===== src/rtl/gpio_irq_pkg.sv =====
package gpio_irq_pkg;
  localparam int WORD_W = 16;
  localparam int FULL_W = 2 * WORD_W;

  typedef enum logic [2:0] {
    RS_DIR   = 3'd0,
    RS_DATA  = 3'd1,
    RS_HIOUT = 3'd2,
    RS_STAT  = 3'd3,
    RS_EN    = 3'd4,
    RS_TYPE  = 3'd5,
    RS_POL   = 3'd6,
    RS_HOLD  = 3'd7
  } reg_sel_e;

  // Condition seen by one pin given its mode, polarity and two samples
  function automatic logic detect_hit(logic is_edge, logic act_hi,
                                      logic cur, logic prev);
    if (is_edge)
      return act_hi ? (cur & ~prev) : (~cur & prev);
    return act_hi ? cur : ~cur;
  endfunction

  // Next status bit: latched or transparent
  function automatic logic status_next(logic hold, logic stat,
                                       logic clr, logic hit);
    return hold ? ((stat & ~clr) | hit) : hit;
  endfunction

  // Replace one 16-bit half of a 32-bit word
  function automatic logic [FULL_W-1:0] put_half(logic [FULL_W-1:0] old,
                                                 logic upper,
                                                 logic [WORD_W-1:0] wd);
    logic [FULL_W-1:0] r;
    r = old;
    if (upper) r[FULL_W-1:WORD_W] = wd;
    else       r[WORD_W-1:0]      = wd;
    return r;
  endfunction

  function automatic logic [WORD_W-1:0] get_half(logic [FULL_W-1:0] v,
                                                 logic upper);
    return upper ? v[FULL_W-1:WORD_W] : v[WORD_W-1:0];
  endfunction
endpackage


===== src/rtl/gpio_sync_bank.sv =====
module gpio_sync_bank #(
  parameter int N_PIN = 32
) (
  input  logic             clk,
  input  logic             rst_n,
  input  logic [N_PIN-1:0] pin_in,
  output logic [N_PIN-1:0] cur,
  output logic [N_PIN-1:0] prev
);
  logic [N_PIN-1:0] meta_q;
  logic [N_PIN-1:0] cur_q;
  logic [N_PIN-1:0] prev_q;

  always_ff @(posedge clk or negedge rst_n) begin
    if (!rst_n) begin
      meta_q <= '0;
      cur_q  <= '0;
      prev_q <= '0;
    end else begin
      meta_q <= pin_in;
      cur_q  <= meta_q;
      prev_q <= cur_q;
    end
  end

  assign cur  = cur_q;
  assign prev = prev_q;


  sync_depth_chk: assert property (@(posedge clk) disable iff (!rst_n)
    1 |=> (prev_q == $past(cur_q)));
endmodule


===== src/rtl/gpio_irq_detect.sv =====
module gpio_irq_detect
  import gpio_irq_pkg::*;
#(
  parameter int N_PIN = 32
) (
  input  logic             clk,
  input  logic             rst_n,
  input  logic [N_PIN-1:0] cur,
  input  logic [N_PIN-1:0] prev,
  input  logic [N_PIN-1:0] dir,
  input  logic [N_PIN-1:0] is_edge,
  input  logic [N_PIN-1:0] act_hi,
  input  logic [N_PIN-1:0] hold,
  input  logic [N_PIN-1:0] clr,
  output logic [N_PIN-1:0] stat,
  output logic [N_PIN-1:0] hit
);
  logic [N_PIN-1:0] stat_q;

  for (genvar i = 0; i < N_PIN; i++) begin : g_pin
    assign hit[i] = ~dir[i] & detect_hit(is_edge[i], act_hi[i], cur[i], prev[i]);

    always_ff @(posedge clk or negedge rst_n) begin
      if (!rst_n) stat_q[i] <= 1'b0;
      else        stat_q[i] <= status_next(hold[i], stat_q[i], clr[i], hit[i]);
    end
  end

  assign stat = stat_q;


  stat_reset_chk: assert property (@(posedge clk)
    !rst_n |=> (stat_q == '0));


  hold_keep_chk: assert property (@(posedge clk) disable iff (!rst_n)
    1 |=> ((stat_q & $past(stat_q & hold & ~clr)) == $past(stat_q & hold & ~clr)));


  through_drop_chk: assert property (@(posedge clk) disable iff (!rst_n)
    1 |=> ((stat_q & $past(~hold & ~hit)) == '0));


  out_pin_quiet_chk: assert property (@(posedge clk) disable iff (!rst_n)
    1 |=> ((stat_q & ~$past(stat_q) & $past(dir)) == '0));
endmodule


===== src/rtl/gpio_regfile.sv =====
module gpio_regfile
  import gpio_irq_pkg::*;
#(
  parameter int N_PIN  = 32,
  parameter int N_HI   = 18,
  parameter int ADDR_W = 4
) (
  input  logic              clk,
  input  logic              rst_n,
  input  logic              bus_sel,
  input  logic              bus_wr,
  input  logic [ADDR_W-1:0] bus_addr,
  input  logic [WORD_W-1:0] bus_wdata,
  output logic [WORD_W-1:0] bus_rdata,
  input  logic [N_PIN-1:0]  cur,
  input  logic [N_PIN-1:0]  stat,
  output logic [N_PIN-1:0]  dir,
  output logic [N_PIN-1:0]  dout,
  output logic [N_HI-1:0]   hi,
  output logic [N_PIN-1:0]  en,
  output logic [N_PIN-1:0]  is_edge,
  output logic [N_PIN-1:0]  act_hi,
  output logic [N_PIN-1:0]  hold,
  output logic [N_PIN-1:0]  clr
);
  localparam int SEL_W = ADDR_W - 1;

  logic [N_PIN-1:0] dir_q, dout_q, en_q, typ_q, pol_q, hold_q;
  logic [N_HI-1:0]  hi_q;
  reg_sel_e         sel;
  logic             upper;
  logic             wr_go;
  logic [N_PIN-1:0] rd_pins;
  logic [FULL_W-1:0] rd_full;

  assign sel   = reg_sel_e'(bus_addr[SEL_W:1]);
  assign upper = bus_addr[0];
  assign wr_go = bus_sel & bus_wr;

  function automatic logic [N_PIN-1:0] upd_pin(logic [N_PIN-1:0] old, logic up,
                                               logic [WORD_W-1:0] wd);
    return N_PIN'(put_half(FULL_W'(old), up, wd));
  endfunction

  always_ff @(posedge clk or negedge rst_n) begin
    if (!rst_n) begin
      dir_q  <= '0;
      dout_q <= '0;
      hi_q   <= '0;
      en_q   <= '0;
      typ_q  <= '0;
      pol_q  <= '0;
      hold_q <= '0;
    end else if (wr_go) begin
      case (sel)
        RS_DIR:   dir_q  <= upd_pin(dir_q, upper, bus_wdata);
        RS_DATA:  dout_q <= upd_pin(dout_q, upper, bus_wdata);
        RS_HIOUT: hi_q   <= N_HI'(put_half(FULL_W'(hi_q), upper, bus_wdata));
        RS_EN:    en_q   <= upd_pin(en_q, upper, bus_wdata);
        RS_TYPE:  typ_q  <= upd_pin(typ_q, upper, bus_wdata);
        RS_POL:   pol_q  <= upd_pin(pol_q, upper, bus_wdata);
        RS_HOLD:  hold_q <= upd_pin(hold_q, upper, bus_wdata);
        default:  ;
      endcase
    end
  end

  // Write-one-to-clear mask for the status words
  assign clr = (wr_go && sel == RS_STAT) ? upd_pin('0, upper, bus_wdata) : '0;

  assign rd_pins = (dir_q & dout_q) | (~dir_q & cur);

  always_comb begin
    case (sel)
      RS_DIR:   rd_full = FULL_W'(dir_q);
      RS_DATA:  rd_full = FULL_W'(rd_pins);
      RS_HIOUT: rd_full = FULL_W'(hi_q);
      RS_STAT:  rd_full = FULL_W'(stat);
      RS_EN:    rd_full = FULL_W'(en_q);
      RS_TYPE:  rd_full = FULL_W'(typ_q);
      RS_POL:   rd_full = FULL_W'(pol_q);
      default:  rd_full = FULL_W'(hold_q);
    endcase
  end

  assign bus_rdata = get_half(rd_full, upper);

  assign dir     = dir_q;
  assign dout    = dout_q;
  assign hi      = hi_q;
  assign en      = en_q;
  assign is_edge = typ_q;
  assign act_hi  = pol_q;
  assign hold    = hold_q;


  half_keep_chk: assert property (@(posedge clk) disable iff (!rst_n)
    (wr_go && sel == RS_DIR && upper) |=> (dir_q[WORD_W-1:0] == $past(dir_q[WORD_W-1:0])));


  hi_stable_chk: assert property (@(posedge clk) disable iff (!rst_n)
    !(wr_go && sel == RS_HIOUT) |=> $stable(hi_q));
endmodule


===== src/rtl/gpio_irq_unit.sv =====
module gpio_irq_unit
  import gpio_irq_pkg::*;
#(
  parameter int N_PIN  = 32,
  parameter int N_HI   = 18,
  parameter int ADDR_W = 4
) (
  input  logic              clk,
  input  logic              rst_n,
  input  logic              bus_sel,
  input  logic              bus_wr,
  input  logic [ADDR_W-1:0] bus_addr,
  input  logic [15:0]       bus_wdata,
  output logic [15:0]       bus_rdata,
  input  logic [N_PIN-1:0]  pin_in,
  output logic [N_PIN-1:0]  pin_out,
  output logic [N_PIN-1:0]  pin_oe,
  output logic [N_HI-1:0]   hi_out,
  output logic              irq,
  output logic [N_PIN-1:0]  irq_vec
);
  logic [N_PIN-1:0] cur, prev, stat, hit;
  logic [N_PIN-1:0] dir, dout, en, is_edge, act_hi, hold, clr;
  logic [N_HI-1:0]  hi;

  gpio_sync_bank #(.N_PIN(N_PIN)) sync_i (
    .clk(clk), .rst_n(rst_n), .pin_in(pin_in), .cur(cur), .prev(prev));

  gpio_irq_detect #(.N_PIN(N_PIN)) det_i (
    .clk(clk), .rst_n(rst_n), .cur(cur), .prev(prev), .dir(dir),
    .is_edge(is_edge), .act_hi(act_hi), .hold(hold), .clr(clr),
    .stat(stat), .hit(hit));

  gpio_regfile #(.N_PIN(N_PIN), .N_HI(N_HI), .ADDR_W(ADDR_W)) regs_i (
    .clk(clk), .rst_n(rst_n), .bus_sel(bus_sel), .bus_wr(bus_wr),
    .bus_addr(bus_addr), .bus_wdata(bus_wdata), .bus_rdata(bus_rdata),
    .cur(cur), .stat(stat), .dir(dir), .dout(dout), .hi(hi), .en(en),
    .is_edge(is_edge), .act_hi(act_hi), .hold(hold), .clr(clr));

  assign pin_out = dout;
  assign pin_oe  = dir;
  assign hi_out  = hi;
  assign irq_vec = stat;
  assign irq     = |(stat & en);


  irq_mask_chk: assert property (@(posedge clk) disable iff (!rst_n)
    (en == '0) |-> !irq);


  irq_source_chk: assert property (@(posedge clk) disable iff (!rst_n)
    irq |-> (irq_vec != '0));


  oe_reset_chk: assert property (@(posedge clk)
    !rst_n |=> (pin_oe == '0));
endmodule


===== config.mk =====
export PLATFORM = sky130hd
export DESIGN_NAME = gpio_irq_unit
export DESIGN_NICKNAME = d
export VERILOG_FILES = /design/src/rtl/gpio_irq_pkg.sv /design/src/rtl/gpio_sync_bank.sv /design/src/rtl/gpio_irq_detect.sv /design/src/rtl/gpio_regfile.sv /design/src/rtl/gpio_irq_unit.sv
export SDC_FILE = /design/constraint.sdc
export NUM_CORES = 1
export LEC_CHECK = 0
export BUFFER_PORTS_ARGS = -buffer_cell sky130_fd_sc_hd__buf_2
export CORE_UTILIZATION = 58
export DETAILED_ROUTE_END_ITERATION = 8
export MAX_ROUTING_LAYER = met4
export PLACE_DENSITY = 0.81
export SYNTH_ARGS = -nofsm -noshare
export SYNTH_HDL_FRONTEND = slang
export SYNTH_SLANG_ARGS = --single-unit

===== constraint.sdc =====
create_clock -name clk -period 2 [get_ports clk]
set_input_delay 0.3 -clock clk [delete_from_list [all_inputs] [get_ports clk]]
set_output_delay 0.3 -clock clk [all_outputs]
set_load 0.01 [all_outputs]

==> results of run 1 <==
## timing repair
action                                  in CTS  in global routing
buffers inserted                            22                  5
endpoints found under the setup margin      17                 17
gates cloned                                 0                  0
hold endpoints to repair                    80                  0
hold buffers                                33                  0
gates resized for setup                     72                 31
pin swaps                                   36                 10
## layout make-up
class / count / share of cell area (%)
Clock buffer: 51 / 5.563
Multi-Input combinational cell: 754 / 33.74
Antenna cell: 2 / 0.02630
Sequential cell: 338 / 44.60
Inverter: 9 / 0.1775
Clock inverter: 11 / 0.8614
Timing Repair Buffer: 337 / 12.86
Tap cell: 330 / 2.170
## how the worst max path moves through the flow
| stage | endpoint | slack, ns | cells past startpoint |
|---|---|---|---|
| 6_report | irq | -0.38 | 4 |
| 2_1_floorplan | bus_rdata[7] | 0.16 | 6 |
| 3_5_place_dp | bus_rdata[15] | -0.12 | 7 |
| 3_3_place_gp | bus_rdata[4] | -0.15 | 7 |
| 4_1_cts | irq | -0.28 | 4 |
| 5_1_grt | irq | -0.37 | 4 |
## metal layers
metal / up-vias / routed length (um) / GRT usage, %
met4: 0 / 1932 / 15.93
met2: 703 / 21170 / 54.14
met1: 5897 / 17610 / 45.28
met5: - / 0 / -
met3: 162 / 3860 / 6.570
li1: 4970 / - / -
## registers in the layout, summed over array words and instances, names as in the netlist
name and cells:
regs_i.hold 32, regs_i.act_hi 32, regs_i.dir 32, sync_i.meta_q 32
regs_i.is_edge 32, sync_i.cur 32, regs_i.hi 18, det_i.stat 32
sync_i.prev 32, regs_i.dout 32, regs_i.en 32
## worst reg2reg max path: stages, from the launching register on
cell and delay, ns:
dfrtp_1 0.42, inv_1 0.08, o21ai_0 0.24, a21oi_1 0.11, a31o_2 0.21
## cells by family (layout without fill, tap and decap cells)
family,Yosys count,after routing,synth area share [%]
flip-flops,338,338,56.51
AO/OA/AOI/OAI,268,268,11.95
multiplexers,255,255,20.30
AND/OR/NAND/NOR,231,231,8.234
buffers and inverters,81,408,3.018
other,0,2,0
## cell usage after synthesis, types with 3 or more instances
| cell type | instances | area [um2] |
|---|---|---|
| nor2_2 | 3 | 18.77 |
| clkbuf_1 | 34 | 127.6 |
| a22oi_1 | 16 | 120.1 |
| o21ai_0 | 74 | 370.4 |
| o221a_2 | 5 | 56.30 |
| a21oi_1 | 32 | 160.2 |
| and2_1 | 3 | 18.77 |
| o2bb2ai_1 | 6 | 52.55 |
| nor3_1 | 27 | 135.1 |
| mux2_1 | 5 | 56.30 |
| buf_2 | 17 | 85.08 |
| nand3_2 | 3 | 30.03 |
| nor2b_1 | 33 | 206.5 |
| nand3b_1 | 4 | 30.03 |
| inv_1 | 9 | 33.78 |
| mux4_2 | 13 | 292.8 |
| nand4_1 | 4 | 25.02 |
| nand2_1 | 81 | 304.0 |
| o32ai_1 | 5 | 43.79 |
| and3b_1 | 6 | 52.55 |
| nor4_1 | 6 | 37.54 |
| a31oi_1 | 30 | 187.7 |
| o22ai_1 | 14 | 87.58 |
| a22o_1 | 5 | 43.79 |
| mux2_4 | 18 | 270.3 |
| buf_4 | 11 | 82.58 |
| o221ai_1 | 30 | 262.8 |
| mux2i_1 | 38 | 380.4 |
| nand3_1 | 5 | 25.02 |
| mux2_2 | 181 | 2038 |
| nand2_2 | 4 | 25.02 |
| o311ai_0 | 3 | 26.28 |
| a211oi_1 | 6 | 45.04 |
| a31o_2 | 5 | 43.79 |
| dfrtp_1 | 338 | 8458 |
| a21o_1 | 27 | 202.7 |
| a221oi_1 | 6 | 52.55 |
| buf_6 | 7 | 78.83 |
| nor2_1 | 36 | 135.1 |
## power by group
part | switching [mW] | leakage, nW | internal (mW)
registers | 1.30 | 4.16 | 7.98
logic | 2.02 | 3.95 | 2.24
clock network | 2.67 | 0.597 | 4.20
==> flow_summary.yaml, run 1 <==
placed_design:
  pre_cts_ws_ns: -0.1163
  io_buffers: 186
  dp.cells: 1709
  gp_congestion: 0.9105
  placed_cell_area_um2: 16860
  dpl.hpwl_um: 29180
synthesis:
  syn_area_per_cell_um2: 12.76
  syn-num-nets: 1229
  synth_cell_types: 56
  synthArstFlopShare_pct: 100.0
  seq_area_frac_synth_pct: 56.51
  synth_edf_count: 0
  synth-seq-cells: 338
  synth_cells: 1173
  yosysWarnings: 0
  netlist_area_um2: 14970
  synth-main-ff-cell: "dfrtp_1"
final_layout:
  final_area_um2: 19030
  ff_latch_area_um2: 8487
  multi_input_area_um2: 6420
  fin_cells: 1832
  n_fill_cell: 1551
  mostFrequentLayoutCells: "dfrtp_1, buf_2, mux2_2"
  final_util_pct: 75.34
  final_common_cell: "dfrtp_1"
  area_delta_synth_final_pct: 27.12
  drive_above_1_share_pct: 45.53
  final_nets: 1532
clock_tree:
  insertion_delay_ns: 0.51
  cts_buffers: 36
  cts.sinks: 338
  cts.clk_slew.worst_paths_ns: 0.06
  clock_path_buffers: 3
  cts_tree: "built"
  htree_num_levels: 2
  root_buffer: "clkbuf_16"
critical_path:
  cp.required_ns: 1.70
  path_buf_inv: 1
  r2r_end: "det_i.stat[14]$_DFF_PN0_"
  rrSetupSlack_ns: 0.82
  endpoint_kind: "output pin"
  critical_path_class: "reg -> out"
  path_cells: "a22oi_1 > nand4_1 > or4_4 > buf_6"
  critPathLaunchType: "flip-flop"
  rr_startpoint: "regs_i.is_edge[14]$_DFFE_PN0P_"
  critPathMaxFanout: 4
  crit_family: "simple AND/OR/NAND/NOR gates"
  cp.arrival_ns: 2.08
  worst-r2r-cell-count: 4
  critPathLaunch: "det_i.stat[31]$_DFF_PN0_"
  slowest_stage: "or4_4"
  cp_slowest_stage_delay_ns: 0.56
route:
  drc: 0
  first_iter_violations: 1143
  wl_per_cell_um: 24.33
  vias_per_cell: 6.404
  via_count: 11730
  wl_um: 44570
  first_pass_iters: 5
  drtAntennaViolNets: 0
timing:
  period_needed_ns: 2.381
  max_freq_mhz: 419.9
  period_share_pct: 119.1
  fin_setup_tns_ns: -3.133
  worst_slew_pin_slew_ns: 0.5077
  holdWs_ns: 0.1905
  skew_ns: 0.006764
  maxSlewViolCount: 0
  finalHoldViolations: 0
  relSlewSlack_pct: 66.15
  rsz0062_at_grt: "true"
  finalSetupViolCount: 17
  fin_ws_ns: -0.3815
global_route:
  grt_pass1_wl_um: 67520
  antenna_found_initial: 2
  grt_max_degree: 71
  grt_pass1_vias: 11740
  track_usage_pct: 35.05
  grt_overflow: 0
die:
  start_util_pct: 59.27
  die_h_um: 162.6
  ios: 187
  fp.dieW_um: 162.6
  dieArea_um2: 26450
  rows: 58
  coreArea_um2: 25250
min_path:
  min_path_type: "in -> reg"
  whs_path_depth: 3
  holdCritStartpoint: "bus_wdata[2]"
  min_to: "regs_i.is_edge[18]$_DFFE_PN0P_"
flow_run:
  maxCapViolCount: 0
power_and_ir_drop:
  p_per_area_nw_per_um2: 1073
  p_leak_nw: 8.704
  total_power_mw: 20.41
  ir_drop_uv: 810.6
run_status:
  status: "complete, but fails checks"
  violations: "negative setup slack"
Power figures use the tool's default switching activity.
==> run 2: changes to the inputs <==
- CORE_UTILIZATION: 58 -> 50
- PLACE_DENSITY: 0.81 -> 0.71
==> flow_summary.yaml, run 2 (same netlist as run 1, synthesis figures left out) <==
power_and_ir_drop:
  p_sw_mw: 5.985
  ir_drop_uv: 726.1
  p_clk_share_pct: 33.8
  p_leak_nw: 8.837
  power.internal_mw: 14.36
  combPwrFrac_pct: 21.0
  p_seq_share_pct: 45.3
  total_power_mw: 20.34
  p_per_area_nw_per_um2: 1054
  swShare_pct: 29.42
critical_path:
  rrSetupSlack_ns: 0.71
  critPathLaunchType: "flip-flop"
  endpoint_kind: "output pin"
  critical_path_class: "reg -> out"
  cp.required_ns: 1.70
  cp.arrival_ns: 2.06
  rr_startpoint: "regs_i.is_edge[5]$_DFFE_PN0P_"
  critPathLaunch: "regs_i.en[14]$_DFFE_PN0P_"
  critPathMaxFanout: 3
placed_design:
  dpl.hpwl_um: 30300
  gp_congestion: 0.9378
  io_buffers: 186
route:
  drc: 0
  via_count: 11490
  first_iter_violations: 947
  wl_per_cell_um: 22.95
  drtAntennaViolNets: 0
  first_pass_iters: 6
  wl_um: 43830
  vias_per_cell: 6.015
timing:
  period_share_pct: 117.9
  relSlewSlack_pct: 61.50
  worst_slew_pin_slew_ns: 0.5775
  period_needed_ns: 2.358
  skew_ns: 0.01701
  finalHoldViolations: 0
  max_freq_mhz: 424.1
  fin_ws_ns: -0.3579
  maxSlewViolCount: 0
  rsz0062_at_grt: "true"
  holdWs_ns: 0.1600
  finalSetupViolCount: 17
flow_run:
  maxCapViolCount: 0
die:
  ios: 187
  coreArea_um2: 29090
  rows: 62
  fp.dieW_um: 175.0
  die_h_um: 175.0
  dieArea_um2: 30630
  start_util_pct: 51.45
min_path:
  holdCritStartpoint: "bus_wdata[4]"
  min_path_type: "in -> reg"
global_route:
  grt_pass1_vias: 11500
  grt_overflow: 0
  grt_max_degree: 64
  grt_pass1_wl_um: 67990
  track_usage_pct: 30.01
  antenna_found_initial: 2
clock_tree:
  insertion_delay_ns: 0.53
  cts_tree: "built"
  cts_buffers: 37
  cts.clk_slew.worst_paths_ns: 0.06
  htree_num_levels: 2
  cts.sinks: 338
  clock_path_buffers: 3
  root_buffer: "clkbuf_16"
final_layout:
  final_nets: 1553
  area_delta_synth_final_pct: 28.88
  final_common_cell: "dfrtp_1"
  drive_above_1_share_pct: 46.39
  mostFrequentLayoutCells: "dfrtp_1, mux2_2, buf_2"
  n_fill_cell: 2122
run_status:
  status: "complete, but fails checks"
  violations: "negative setup slack"
## run 2: what timing repair did
item | CTS | global route
endpoints found under the hold margin | 87 | 0
setup buffers | 18 | 5
gates resized for setup | 83 | 19
hold buffers | 33 | 0
pin swaps | 37 | 8
setup endpoints to repair | 17 | 17
## run 2: power by group through the flow
stage          Clock [mW]  Combinational [mW]  Sequential, mW
3_5_place_dp            0                3.79            9.26
2_1_floorplan           0                1.98            9.08
4_1_cts              6.96                4.19            9.16
6_report             6.87                4.26            9.21
5_1_grt              7.23                4.59            9.34
3_3_place_gp            0                3.69            9.22
## run 2: cell type report
class	instances	area [um2]	share of cell area (%)
well taps	384	480.5	2.491
flip-flops and latches	338	8481	43.96
repair buffers	357	2611	13.54
diodes	2	5.005	0.02594
clock inverters	15	136.4	0.7070
inverters	9	33.78	0.1751
multi-input cells	754	6442	33.40
clock buffers	51	1101	5.708
## run 2: layer usage
layer,vias up,share of wire [%],GRT usage (%)
met1,5906,43,41.08
met4,0,3.0,9.674
met5,-,0,-
met2,483,47,45.63
met3,87,7.3,5.178
li1,5013,-,-
## run 2: worst paths after layout
| kind | end | cells after the start |
|---|---|---|
| worst min register to register | sync_i.cur[11]$_DFF_PN0_ | 0 |
| min in group asynchronous | sync_i.meta_q[3]$_DFF_PN0_ | 2 |
| worst max-delay path | irq | 4 |
| max in group asynchronous | regs_i.is_edge[12]$_DFFE_PN0P_ | 3 |
| worst max register to register | det_i.stat[5]$_DFF_PN0_ | 4 |
| worst min-delay path | regs_i.is_edge[20]$_DFFE_PN0P_ | 3 |
## run 2: metrics by stage
step	utilization [%]	instances	setup WS [ns]	cell area, um2	TNS (ns)
floorplan	-	1173	0.1588	14970	0
global placement	58.83	1786	-0.1125	17120	-2.589
detailed placement	58.83	1786	-0.1151	17120	-2.986
CTS	65.91	1903	-0.3276	19170	-2.995
global route	66.31	1910	-0.3976	19290	-3.962
finish	66.31	1910	-0.3579	19290	-3.000
## run 2: worst max-delay path, cell delays in order, from the launching register on
cell and delay [ns]:
dfrtp_1 0.44, a22oi_2 0.27, nand4_1 0.19, or4_4 0.50, buf_6 0.15
==> run 3: changes to the inputs <==
- CTS_BUF_LIST: not set -> sky130_fd_sc_hd__clkbuf_4 sky130_fd_sc_hd__clkbuf_8 sky130_fd_sc_hd__clkbuf_16
- SETUP_SLACK_MARGIN: not set -> 0.3
- clock period: 2 -> 2.5 ns (I/O delays scaled with it)
==> flow_summary.yaml, run 3 (same netlist as run 1, synthesis figures left out) <==
timing:
  period_share_pct: 96.22
  worst_slew_pin_slew_ns: 0.5578
  relSlewSlack_pct: 62.81
  skew_ns: 0.01472
  period_needed_ns: 2.406
  fin_ws_ns: 0.09443
  maxSlewViolCount: 0
  max_freq_mhz: 415.7
  rsz0062_at_grt: "true"
  finalSetupViolCount: 0
  fin_setup_tns_ns: 0
  finalHoldViolations: 0
  holdWs_ns: 0.2286
die:
  start_util_pct: 51.45
  fp.dieW_um: 175.0
  dieArea_um2: 30630
  die_h_um: 175.0
  coreArea_um2: 29090
  rows: 62
  ios: 187
route:
  first_iter_violations: 984
  first_pass_iters: 5
  drtAntennaViolNets: 0
  wl_per_cell_um: 23.40
  via_count: 11310
  drc: 0
  wl_um: 43820
  vias_per_cell: 6.038
clock_tree:
  clock_path_buffers: 3
  root_buffer: "clkbuf_16"
  insertion_delay_ns: 0.52
  cts.sinks: 338
  cts.clk_slew.worst_paths_ns: 0.06
  cts_buffers: 37
  htree_num_levels: 2
  cts_tree: "built"
final_layout:
  final_nets: 1518
  area_delta_synth_final_pct: 26.64
  multi_input_area_um2: 6405
  mostFrequentLayoutCells: "dfrtp_1, mux2_2, buf_2"
  final_common_cell: "dfrtp_1"
  n_fill_cell: 2165
  drive_above_1_share_pct: 46.57
  fin_cells: 1873
  ff_latch_area_um2: 8499
  final_util_pct: 65.16
critical_path:
  critical_path_class: "reg -> out"
  critPathMaxFanout: 3
  critPathLaunchType: "flip-flop"
  cp_slowest_stage_delay_ns: 0.50
  rrSetupSlack_ns: 1.44
  r2r_end: "det_i.stat[14]$_DFF_PN0_"
  endpoint_kind: "output pin"
  cp.arrival_ns: 2.03
  cp.required_ns: 2.12
  rr_startpoint: "regs_i.is_edge[14]$_DFFE_PN0P_"
  path_cells: "a22oi_2 > nand4_1 > or4_4 > buf_6"
  worst-r2r-cell-count: 4
  slowest_stage: "or4_4"
global_route:
  grt_pass1_vias: 11350
  grt_overflow: 0
  antenna_found_initial: 3
  grt_pass1_wl_um: 67590
  grt_max_degree: 71
  track_usage_pct: 29.98
run_status:
  status: "completed"
placed_design:
  pre_cts_ws_ns: 0.1195
  gp_congestion: 0.8816
  io_buffers: 186
  dp.cells: 1729
  dpl.hpwl_um: 28830
min_path:
  min_to: "regs_i.is_edge[18]$_DFFE_PN0P_"
  whs_path_depth: 3
  min_path_type: "in -> reg"
  holdCritStartpoint: "bus_wdata[2]"
flow_run:
  maxCapViolCount: 0
power_and_ir_drop:
  p_leak_nw: 8.652
  p_per_area_nw_per_um2: 852.3
  ir_drop_uv: 610.0
==> run 3: cell types whose count changed in the layout (fill, tap and decap cells not counted), moves of 4 or more <==
cell,before,now
a22oi_1,12,8
buf_12,22,11
clkbuf_4,0,8
buf_4,115,86
a22oi_2,4,8
clkbuf_1,4,0
dfrtp_1,320,305
dfrtp_2,18,33
==> run 3: worst max-delay path by stage <==
stage,from,endpoint,cells past startpoint
floorplan,bus_addr[3],bus_rdata[7],6
global placement,bus_addr[3],bus_rdata[15],7
detailed placement,bus_addr[3],bus_rdata[15],7
CTS,regs_i.en[14]$_DFFE_PN0P_,irq,4
global route,det_i.stat[5]$_DFF_PN0_,irq,4
finish,regs_i.en[14]$_DFFE_PN0P_,irq,4
==> run 3: metal layers <==
layer  share of wire, %  vias up  global-route usage, %
li1                   -     4964                      -
met5                  0        -                      -
met4                3.2        0                  10.47
met2                 47      490                  45.80
met1                 42     5760                  40.52
met3                7.8       95                  5.178
==> run 3: power by group <==
group / total, mW / switching, mW / internal, mW
Clock: 5.44 / 2.15 / 3.29
Sequential: 7.44 / 1.04 / 6.39
Combinational: 3.28 / 1.51 / 1.77
Total: 16.2 / 4.71 / 11.4
==> run 3: per-stage QoR <==
stage	cell area [um2]	power (mW)
after floorplan	14970	8.849
after global placement	16560	10.14
after detailed placement	16560	10.24
after CTS	18800	16.13
after global routing	18960	16.82
final	18960	16.16
==> run 3: timing repair <==
item | in CTS | in global routing
pin swaps | 41 | 9
gates resized for setup | 96 | 27
setup endpoints to repair | 17 | 17
endpoints found under the hold margin | 86 | 0
buffers inserted | 34 | 8
hold buffers | 33 | 0
cloned | 3 | 0
==> run 3: critical path: cells and delay by family, from the launching register on <==
family                 cells  cell delay (ns)
flip-flops                 1             0.44
AND/OR/NAND/NOR            2             0.69
AO/OA/AOI/OAI              1             0.25
buffers and inverters      1             0.15
==> run 3: final cells by class <==
class | instances | area share (%)
Antenna cell | 3 | 0.03960
Clock buffer | 52 | 5.828
Clock inverter | 11 | 0.6073
Inverter | 9 | 0.1782
Multi-Input combinational cell | 754 | 33.79
Sequential cell | 338 | 44.84
Tap cell | 384 | 2.535
Timing Repair Buffer | 322 | 12.18
